## config.mk

```make
export PLATFORM = sky130hd
export DESIGN_NAME = led_serial_cfg
export DESIGN_NICKNAME = d
export VERILOG_FILES = /design/src/rtl/led_cfg_pkg.sv /design/src/rtl/strobe_edges.sv /design/src/rtl/shift_chain.sv /design/src/rtl/lod_capture.sv /design/src/rtl/led_serial_cfg.sv
export SDC_FILE = /design/constraint.sdc
export NUM_CORES = 1
export LEC_CHECK = 0
export BUFFER_PORTS_ARGS = -buffer_cell sky130_fd_sc_hd__buf_2
export CORE_ASPECT_RATIO = 1.25
export CORE_MARGIN = 3
export CORE_UTILIZATION = 50
export DETAILED_ROUTE_END_ITERATION = 8
export PLACE_DENSITY = 0.71
export SLEW_MARGIN = 20
export SYNTH_ARGS = -nofsm -noshare
export SYNTH_HDL_FRONTEND = slang
export SYNTH_SLANG_ARGS = --single-unit
```

## constraint.sdc

```tcl
create_clock -name clk -period 3.6 [get_ports clk]
set_clock_uncertainty 0.05 [all_clocks]
set_input_delay 0.9 -clock clk [delete_from_list [all_inputs] [get_ports clk]]
set_output_delay 0.9 -clock clk [all_outputs]
set_load 0.1 [all_outputs]
```

## src/rtl/led_cfg_pkg.sv

```systemverilog
package led_cfg_pkg;
  localparam int CH_DEF       = 16;
  localparam int DCB_DEF      = 6;
  localparam int GSB_DEF      = 12;
  localparam int LOD_EDGE_DEF = 33;

  // number of meaningful bits in the status image
  function automatic int status_width(input int ch);
    return ch + 2;
  endfunction

  // counter width needed to count up to a given tick
  function automatic int tick_cnt_width(input int edge_no);
    return $clog2(edge_no + 1);
  endfunction
endpackage

```

## src/rtl/strobe_edges.sv

```systemverilog
module strobe_edges (
  input  logic clk,
  input  logic rst_n,
  input  logic sclk,
  input  logic latch,
  output logic sclk_rise,
  output logic sclk_fall,
  output logic latch_rise
);
  logic sclk_q, latch_q;

  always_ff @(posedge clk) begin
    if (!rst_n) begin
      sclk_q  <= 1'b0;
      latch_q <= 1'b0;
    end else begin
      sclk_q  <= sclk;
      latch_q <= latch;
    end
  end

  assign sclk_rise  = sclk & ~sclk_q;
  assign sclk_fall  = ~sclk & sclk_q;
  assign latch_rise = latch & ~latch_q;
endmodule

```

## src/rtl/shift_chain.sv

```systemverilog
module shift_chain #(
  parameter int W = 96
) (
  input  logic         clk,
  input  logic         rst_n,
  input  logic         shift_en,
  input  logic         load_en,
  input  logic         din,
  input  logic [W-1:0] load_val,
  output logic [W-1:0] q
);
  always_ff @(posedge clk) begin
    if (!rst_n)        q <= '0;
    else if (load_en)  q <= load_val;
    else if (shift_en) q <= {q[W-2:0], din};
  end
endmodule

```

## src/rtl/lod_capture.sv

```systemverilog
module lod_capture #(
  parameter int CH       = 16,
  parameter int LOD_EDGE = 33
) (
  input  logic          clk,
  input  logic          rst_n,
  input  logic          period_start,
  input  logic          gs_tick,
  input  logic [CH-1:0] led_open,
  output logic          lod_hit,
  output logic [CH-1:0] lod_held
);
  import led_cfg_pkg::*;
  localparam int CW = tick_cnt_width(LOD_EDGE);
  localparam logic [CW-1:0] LAST = CW'(LOD_EDGE);
  localparam logic [CW-1:0] HIT  = CW'(LOD_EDGE - 1);

  logic [CW-1:0] cnt;

  assign lod_hit = gs_tick && !period_start && (cnt == HIT);

  always_ff @(posedge clk) begin
    if (!rst_n) begin
      cnt      <= '0;
      lod_held <= '0;
    end else if (period_start) begin
      cnt <= '0;
    end else if (gs_tick && cnt < LAST) begin
      cnt <= cnt + 1'b1;
      if (lod_hit) lod_held <= led_open;
    end
  end
endmodule

```

## src/rtl/led_serial_cfg.sv

```systemverilog
module led_serial_cfg #(
  parameter int CH       = led_cfg_pkg::CH_DEF,
  parameter int DC_BITS  = led_cfg_pkg::DCB_DEF,
  parameter int GS_BITS  = led_cfg_pkg::GSB_DEF,
  parameter int LOD_EDGE = led_cfg_pkg::LOD_EDGE_DEF
) (
  input  logic                  clk,
  input  logic                  rst_n,
  input  logic                  sclk,
  input  logic                  sdin,
  input  logic                  latch,
  input  logic                  sel,
  input  logic                  gs_tick,
  input  logic                  period_start,
  input  logic [CH-1:0]         led_open,
  input  logic                  therm_err,
  input  logic                  therm_flag2,
  output logic                  sdout,
  output logic [CH*DC_BITS-1:0] dc_hold,
  output logic [CH*GS_BITS-1:0] gs_hold
);
  localparam int DCW = CH * DC_BITS;
  localparam int GSW = CH * GS_BITS;
  localparam int STW = led_cfg_pkg::status_width(CH);

  logic sclk_rise, sclk_fall, latch_rise;
  logic arm;
  logic status_load;
  logic dc_shift, gs_shift;
  logic lod_hit;
  logic [CH-1:0]  lod_held;
  logic [DCW-1:0] dc_sr;
  logic [GSW-1:0] gs_sr;
  logic [GSW-1:0] status_img;
  logic [DCW-1:0] dc_noload;

  strobe_edges u_edges (
    .clk(clk), .rst_n(rst_n), .sclk(sclk), .latch(latch),
    .sclk_rise(sclk_rise), .sclk_fall(sclk_fall), .latch_rise(latch_rise)
  );

  lod_capture #(.CH(CH), .LOD_EDGE(LOD_EDGE)) u_lod (
    .clk(clk), .rst_n(rst_n), .period_start(period_start), .gs_tick(gs_tick),
    .led_open(led_open), .lod_hit(lod_hit), .lod_held(lod_held)
  );

  // named events for the checker
  assign status_load = sclk_rise && arm && !sel;
  assign dc_shift    = sclk_rise && sel;
  assign gs_shift    = sclk_rise && !sel && !arm;

  always_comb begin
    status_img = '0;
    status_img[GSW-1 -: STW] = {lod_held, therm_err, therm_flag2};
  end

  assign dc_noload = '0;

  shift_chain #(.W(DCW)) u_dc (
    .clk(clk), .rst_n(rst_n), .shift_en(dc_shift), .load_en(1'b0),
    .din(sdin), .load_val(dc_noload), .q(dc_sr)
  );

  shift_chain #(.W(GSW)) u_gs (
    .clk(clk), .rst_n(rst_n), .shift_en(gs_shift), .load_en(status_load),
    .din(sdin), .load_val(status_img), .q(gs_sr)
  );

  always_ff @(posedge clk) begin
    if (!rst_n)          arm <= 1'b0;
    else if (latch_rise) arm <= 1'b1;
    else if (sclk_rise)  arm <= 1'b0;
  end

  always_ff @(posedge clk) begin
    if (!rst_n) begin
      dc_hold <= '0;
      gs_hold <= '0;
    end else if (latch_rise) begin
      if (sel) dc_hold <= dc_sr;
      else     gs_hold <= gs_sr;
    end
  end

  always_ff @(posedge clk) begin
    if (!rst_n)         sdout <= 1'b0;
    else if (sclk_fall) sdout <= sel ? dc_sr[DCW-1] : gs_sr[GSW-1];
  end
endmodule

```

Word-level counts from Yosys, hierarchy flattened

Cells that the tools add are included.

Magnitude comparators: 1
Equal/unequal tests: 1
Reduce and logical (&&, ||, !) cells: 18
Bitwise operators: 9
Add/subtract/negate cells: 1
Mux-type cells: 5

Operator list:

| cell                                               | number |
|---|---|
| two-way mux 192 bit                                | 2 |
| logical AND 1 bit                                  | 8 |
| adder 6 x 1 -> 6 bit (second input constant)       | 1 |
| equality test 6 bit (second input constant)        | 1 |
| less-than comparator 6 bit (second input constant) | 1 |
| NOT 1 bit                                          | 6 |
| AND reduction 2 bit                                | 2 |
| nonzero test 2 bit                                 | 2 |
| OR reduction 2 bit                                 | 2 |
| bitwise AND 1 bit                                  | 3 |
| zero test 1 bit                                    | 3 |
| two-way mux 1 bit                                  | 3 |
| AND reduction 3 bit                                | 1 |

Input port bits: 26
Output and inout port bits: 289
Word-level logic and storage cells: 46
Register bits after elaboration: 602

Logic depth before layout (Yosys ltp)

Gate-level depths: netlist (run 1).

Depth after elaboration: 6
Depth in mapped cells: 7
Mapped depth without buffers: 5

Cells and area by module

From an unflattened synthesis (run 1), not the netlist that was laid out.

Cells, all modules: 2,663
Area total of the unflattened synthesis: 26,516.7 µm²

By module, submodules not included:

| module              | area an instance (µm²) | sequential area each (µm²) | cells an instance | times used |
|---|---|---|---|---|
| led_serial_cfg      | 10,730.3               | 5,805.6                    | 1,263             | 1 |
| shift_chain at u_gs | 9,713.1                | 3,843.7                    | 852               | 1 |
| shift_chain at u_dc | 4,977.3                | 1,921.8                    | 427               | 1 |
| lod_capture         | 1,024.7                | 440.4                      | 114               | 1 |
| strobe_edges        | 71.3                   | 40.0                       | 7                 | 1 |

Least setup slack after synthesis (run 1)

No wires, ideal clock.

Path type: input -> register
Start point: input sel
End point: register u_gs.q[119]
Arrival time: 1,977 ps
Cell stages on the path: 6
Setup time: 122 ps
Path buffers: 3
Path slack: 1,451 ps
Required time: 3,428 ps
Cell sequence: buf_2 or3b_2 buf_2 buf_2 nand2_1 a21boi_0

Word-level cells in the longest chain between the ends: 3
Elaborated cells between the ends (all ways): 5
Classes of those cells: reduce/logical (5)

RTL lines:

| what                                                              | RTL line                                   | source |
|---|---|---|
| start: declaration                                                | led_serial_cfg.sv:12                       | `input logic sel,` |
| zero test 1 bit *                                                 | led_serial_cfg.sv:48, led_serial_cfg.sv:50 |  |
| logical AND 1 bit (on tied branches)                              | led_serial_cfg.sv:48, led_serial_cfg.sv:50 |  |
| OR reduction 2 bit (no line) or logical AND 1 bit (tied branches) | --                                         |  |
| end signal: assignment                                            | shift_chain.sv:14                          | `else if (load_en) q <= load_val;` |
| end signal: assignment                                            | shift_chain.sv:15                          | `else if (shift_en) q <= {q[W-2:0], din};` |
| end: declaration                                                  | shift_chain.sv:10                          | `output logic [W-1:0] q` |

Every way passes the cells marked *; elsewhere a longest branch is shown, timed or not.
A chain may end at the register's enable or synchronous reset.

Worst setup path in the final report (run 1)

Start point: register gs_hold[8]
End point: output gs_hold[8]

RTL lines:

| what                     | RTL line             | source |
|---|---|---|
| start: declaration       | led_serial_cfg.sv:20 | `output logic [CH*GS_BITS-1:0] gs_hold` |
| start signal: assignment | led_serial_cfg.sv:81 | `else gs_hold <= gs_sr;` |

No word-level cell between the ends.

==> impl_metrics.ini, run 1 <==
[critical_path]
critPathTopFamily = buffers and inverters
cp_data_required_time_ns = 2.65
arrival_ns = 1.45
r2r_start = u_edges.sclk_q$_SDFF_PN0_
path_max_fanout = 2
regToRegSetupSlack_ns = 1.59
endpoint_kind = output port
critPathMaxStageDelay_ns = 0.45
crit_chain = buf_2
crit_type = flip-flop to output port
cp-start-kind = flip-flop
cp_slowest_cell = buf_2
r2r_end = u_gs.q[85]$_SDFFE_PP0P_
timing.critical_path.buf_inv = 1
rr_worst_depth = 4
crit_start = gs_hold[8]$_SDFFE_PN0P_

[pwr]
p_leak_uw = 0.009866
ir_drop_mv = 0.3402
power_density_nw_per_um2 = 498.3

[synth]
syn-num-nets = 2683
postSynthCellCount = 2654
yosys.area.top_type = dfxtp_1
synth_top_area_frac = 0.5186
ys_seq_elements = 602
synth.distinct_cells = 37
synth_area_um2 = 23240
seq_area_frac_synth = 0.5186
synth_edf_count = 0
synth_async_sr_flop_share = 0
synthTopCellsByArea = dfxtp_1 (52%), nand2_1 (16%), a21boi_0 (16%)
ys_warn_count = 0
synth_ff_type = dfxtp_1
synth.avg_cell_area_um2 = 8.756

[outcome]
status = complete, no violations

[clocking]
ctsHoldBuffers = 0
clock-root-buffer = clkbuf_16
cts_tree = built
h-tree-depth = 2
cts_buffers = 58
post-cts-setup-buffer-count = 0
clkTransAtPathRegs_ns = 0.06
clock_path_buffers = 3
clkLatencyLatePin_ns = 0.60
cts.sinks = 602
ctsResizeCount = 0

[cells_and_area]
nets = 2865
design_area_um2 = 26910
fillCellCount = 3993
area_growth_pct = 15.80
mostFrequentLayoutCell = nand2_1
mostFrequentLayoutCells = nand2_1 (994), dfxtp_1 (601), a21boi_0 (489)
drive_gt1_frac = 0.1542

[routing]
num_vias = 18070
wl_per_cell_um = 15.37
drtAntennaViolNets = 0
drc_errors = 0
totalWireLength_um = 53200
detailedRoute.firstPassIterationCount = 7
vias_per_cell = 5.221
drtIter0Drc = 892

[place]
portBuffers = 314
gp_congestion = 0.7855
dp_hpwl_um = 33070
place_area_um2 = 24960

[sta]
drv_slew = 0
rsz0062_at_grt = no
tns_ns = 0
fin_crit_sh = 0.6663
worstMarginPinSlew_ns = 0.8472
slew_headroom = 0.4352
setup_violations = 0
fmax_ghz = 0.4169
min_period_ns = 2.399
finalHoldViolCount = 0

[grt]
first_global_vias = 17280
track_usage = 0.2098
grt_first_pass_wirelength_um = 86420
antenna_found_initial = 8
grt.overflow.total = 0
grt_max_degree = 176

[die]
row_count = 87
die_w_um = 198.8
die-area_um2 = 49120
die_h_um = 247.0
io_pins = 315
start_util = 0.5107
core-area_um2 = 45500

[worst_hold_path]
hold_path_class = flip-flop to flip-flop
hp-start = gs_hold[132]$_SDFFE_PN0P_
hold_depth = 2
hold_end = gs_hold[132]$_SDFFE_PN0P_

[job]
drv_cap = 0
per-stage QoR:
stage                     hold WS, ns  utilization  instances  setup slack, ns  total power (uW)
after global routing           0.4270       0.5913       3460            1.142             13860
after detailed placement       0.3968       0.5485       3354           0.9289              7472
after floorplan                0.3844            -       2654            1.451              7329
final                          0.4029       0.5914       3462            1.201             13410
after CTS                      0.4049       0.5912       3458            1.138             13560
after global placement         0.3917       0.5485       3354           0.9972              7462
cell type report:
class	instances	area [um2]	area share
Tap cell	578	723.2	0.02687
Inverter	5	18.77	0.0006974
Clock inverter	12	123.9	0.004603
Timing Repair Buffer	342	2004	0.07448
Clock buffer	92	1821	0.06765
Multi-Input combinational cell	1827	10150	0.3773
Antenna cell	4	10.01	0.0003720
Sequential cell	602	12060	0.4480
Yosys cell counts, types with 4 or more instances:
cell,number
nand2_1,994
dfxtp_1,602
a21boi_0,489
nand3b_1,176
clkbuf_1,120
buf_2,83
a21boi_1,70
mux2i_1,35
o211a_1,19
buf_6,11
inv_1,5
buf_1,4
nand3_1,4
o21ai_0,4
power by group:
| group | switching, uW | internal, uW | leakage, uW |
|---|---|---|---|
| clock network | 2500 | 3590 | 0.000963 |
| logic | 395 | 212 | 0.00405 |
| registers | 31.5 | 6680 | 0.00485 |
cell families (layout without fill, tap and decap cells):
group | after synthesis | in the layout | share of synthesized area
buf+inv | 225 | 451 | 0.04523
flops | 602 | 602 | 0.5186
mux | 35 | 35 | 0.01508
compound gates | 590 | 590 | 0.1919
simple gates | 1199 | 1199 | 0.2275
fa+ha+maj | 3 | 3 | 0.001615
other cells | 0 | 4 | 0
registers in the layout (all words and copies together), names as in the netlist:
register / cells
dc_hold: 96
u_lod.lod_held: 16
u_edges.sclk_q: 1
u_lod.cnt: 6
sdout: 1
u_gs.q: 192
arm: 1
gs_hold: 192
u_dc.q: 96
u_edges.latch_q: 1
worst max-delay path by stage:
stage	end	slack, ns	cells after the start
after global placement	u_gs.q[86]$_SDFFE_PP0P_	1.0	5
after CTS	gs_hold[6]	1.14	1
after floorplan	u_gs.q[119]$_SDFFE_PP0P_	1.45	6
after detailed placement	u_gs.q[92]$_SDFFE_PP0P_	0.93	5
after global routing	gs_hold[8]	1.14	1
final	gs_hold[8]	1.20	1
metal layers:
layer	share of wire	global-route usage	wire length, um
met2	0.47	0.3542	25260
met1	0.44	0.2628	23280
met5	0.00094	0	50
met4	0.026	0.06452	1384
met3	0.061	0.05533	3220
Note: power is estimated with default switching activity, not from simulation.
==> run 2, diff against run 1 <==
PLACE_DENSITY = 0.74   (was 0.71)
clock period = 2.2 ns   (was 3.6 ns; I/O delays follow)
==> run 2 against run 1 <==
Against the previous run:
- combinational power increased by 71%
- critical endpoint is now gs_hold[178]
- highest routed layer unchanged
- clock power increased by 62%
- clock-buffer cell count decreased by 9
- critical path type unchanged
- power increased by 63%
- cell area increased by 0.58%
==> impl_metrics.ini, run 2 (same netlist as run 1, synthesis figures left out) <==
[clocking]
cts_tree = built
ctsResizeCount = 0
h-tree-depth = 2
post-cts-setup-buffer-count = 0
clock-root-buffer = clkbuf_16
cts_buffers = 56
cts.sinks = 602
clkLatencyLatePin_ns = 0.60
clock_path_buffers = 3
clkTransAtPathRegs_ns = 0.06
ctsHoldBuffers = 0

[routing]
totalWireLength_um = 53210
drtAntennaViolNets = 0
wl_per_cell_um = 15.31
detailedRoute.firstPassIterationCount = 5
drtIter0Drc = 918
vias_per_cell = 5.207
num_vias = 18100
drc_errors = 0

[sta]
min_period_ns = 2.065
rsz0062_at_grt = no
setup_violations = 0
finalHoldViolCount = 0
tns_ns = 0
worstMarginPinSlew_ns = 0.6406
fmax_ghz = 0.4844
drv_slew = 0
fin_crit_sh = 0.9384
slew_headroom = 0.5730

[cells_and_area]
nets = 2879
design_area_um2 = 27070
top_regs = gs_hold (192), u_gs.q (192)
fillCellCount = 3992
drive_gt1_frac = 0.1575
mostFrequentLayoutCells = nand2_1 (994), dfxtp_1 (601), a21boi_0 (489)
area_growth_pct = 16.47
layout.cells.non_filler = 3476
mostFrequentLayoutCell = nand2_1
utilization = 0.5948

[die]
row_count = 87
die-area_um2 = 49120
start_util = 0.5107
core-area_um2 = 45500
io_pins = 315
die_w_um = 198.8
die_h_um = 247.0

[place]
gp_congestion = 0.7739
dp_hpwl_um = 34360
placedCellCount = 3370
place_area_um2 = 25180
portBuffers = 314

[critical_path]
endpoint_kind = output port
cp.depth = 1
cp-start-kind = flip-flop
timing.critical_path.buf_inv = 1
path_max_fanout = 2
crit_chain = buf_2
arrival_ns = 1.46
crit_type = flip-flop to output port
cp_slowest_cell = buf_2
critPathMaxStageDelay_ns = 0.46
critPathTopFamily = buffers and inverters
cp_data_required_time_ns = 1.60
rr_worst_depth = 6

[grt]
grt_max_degree = 139
first_global_vias = 17540
grt.overflow.total = 0
antenna_found_initial = 8
grt_first_pass_wirelength_um = 88130
track_usage = 0.2131

[pwr]
power_density_nw_per_um2 = 807.6
ir_drop_mv = 0.7565
p_leak_uw = 0.009935

[outcome]
status = complete, no violations

[worst_hold_path]
hold_depth = 3
hold_path_class = input port to flip-flop

[job]
drv_cap = 0
run 2: changes by cell type in the layout (fill, tap and decap cells not counted):
cell        delta
buf_12         +8
buf_4          +8
bufinv_16      +3
clkbuf_1       +4
clkbuf_16      -2
clkbuf_8      -11
clkinv_2       +3
clkinvlp_4     +2
diode_2        -2
inv_4          +1
run 2: layout make-up:
cell class,instances,area [um2],area share
Antenna cell,2,5.005,0.0001849
Clock buffer,83,1634,0.06037
Clock inverter,21,250.2,0.009246
Inverter,5,18.77,0.0006934
Multi-Input combinational cell,1827,10150,0.3752
Sequential cell,602,12060,0.4454
Tap cell,578,723.2,0.02672
Timing Repair Buffer,358,2225,0.08219
run 2: path summary, 6_finish.rpt:
kind,slack (ns),from,to
setup / recovery,0.14,gs_hold[178]$_SDFFE_PN0P_,gs_hold[178]
hold / removal,0.14,led_open[9],u_lod.lod_held[9]$_SDFFE_PN0P_
setup reg to reg,0.25,u_lod.cnt[0]$_SDFFE_PP0P_,u_lod.lod_held[7]$_SDFFE_PN0P_
hold reg to reg,0.40,gs_hold[135]$_SDFFE_PN0P_,gs_hold[135]$_SDFFE_PN0P_
run 2: stage by stage:
stage,setup slack [ns],hold slack (ns),power [uW]
6_report,0.1355,0.1427,21860
5_1_grt,0.08885,0.1261,22600
4_1_cts,0.09542,0.1057,22090
3_5_place_dp,0.2393,0.3988,12260
3_3_place_gp,0.3296,0.3936,12250
2_1_floorplan,0.4010,0.3844,11990
run 2: where the power goes:
group          internal [uW]  switching, uW
sequential             10900           41.9
combinational            378            663
clock                   5730           4110
run 2: layer usage:
metal | wire (um) | part of all wire | vias up | GRT usage
li1 | - | - | 9105 | -
met1 | 22970 | 0.43 | 8531 | 0.2640
met2 | 25360 | 0.48 | 352 | 0.3602
met3 | 3253 | 0.061 | 101 | 0.05765
met4 | 1553 | 0.029 | 10 | 0.06907
met5 | 68 | 0.0013 | - | 0
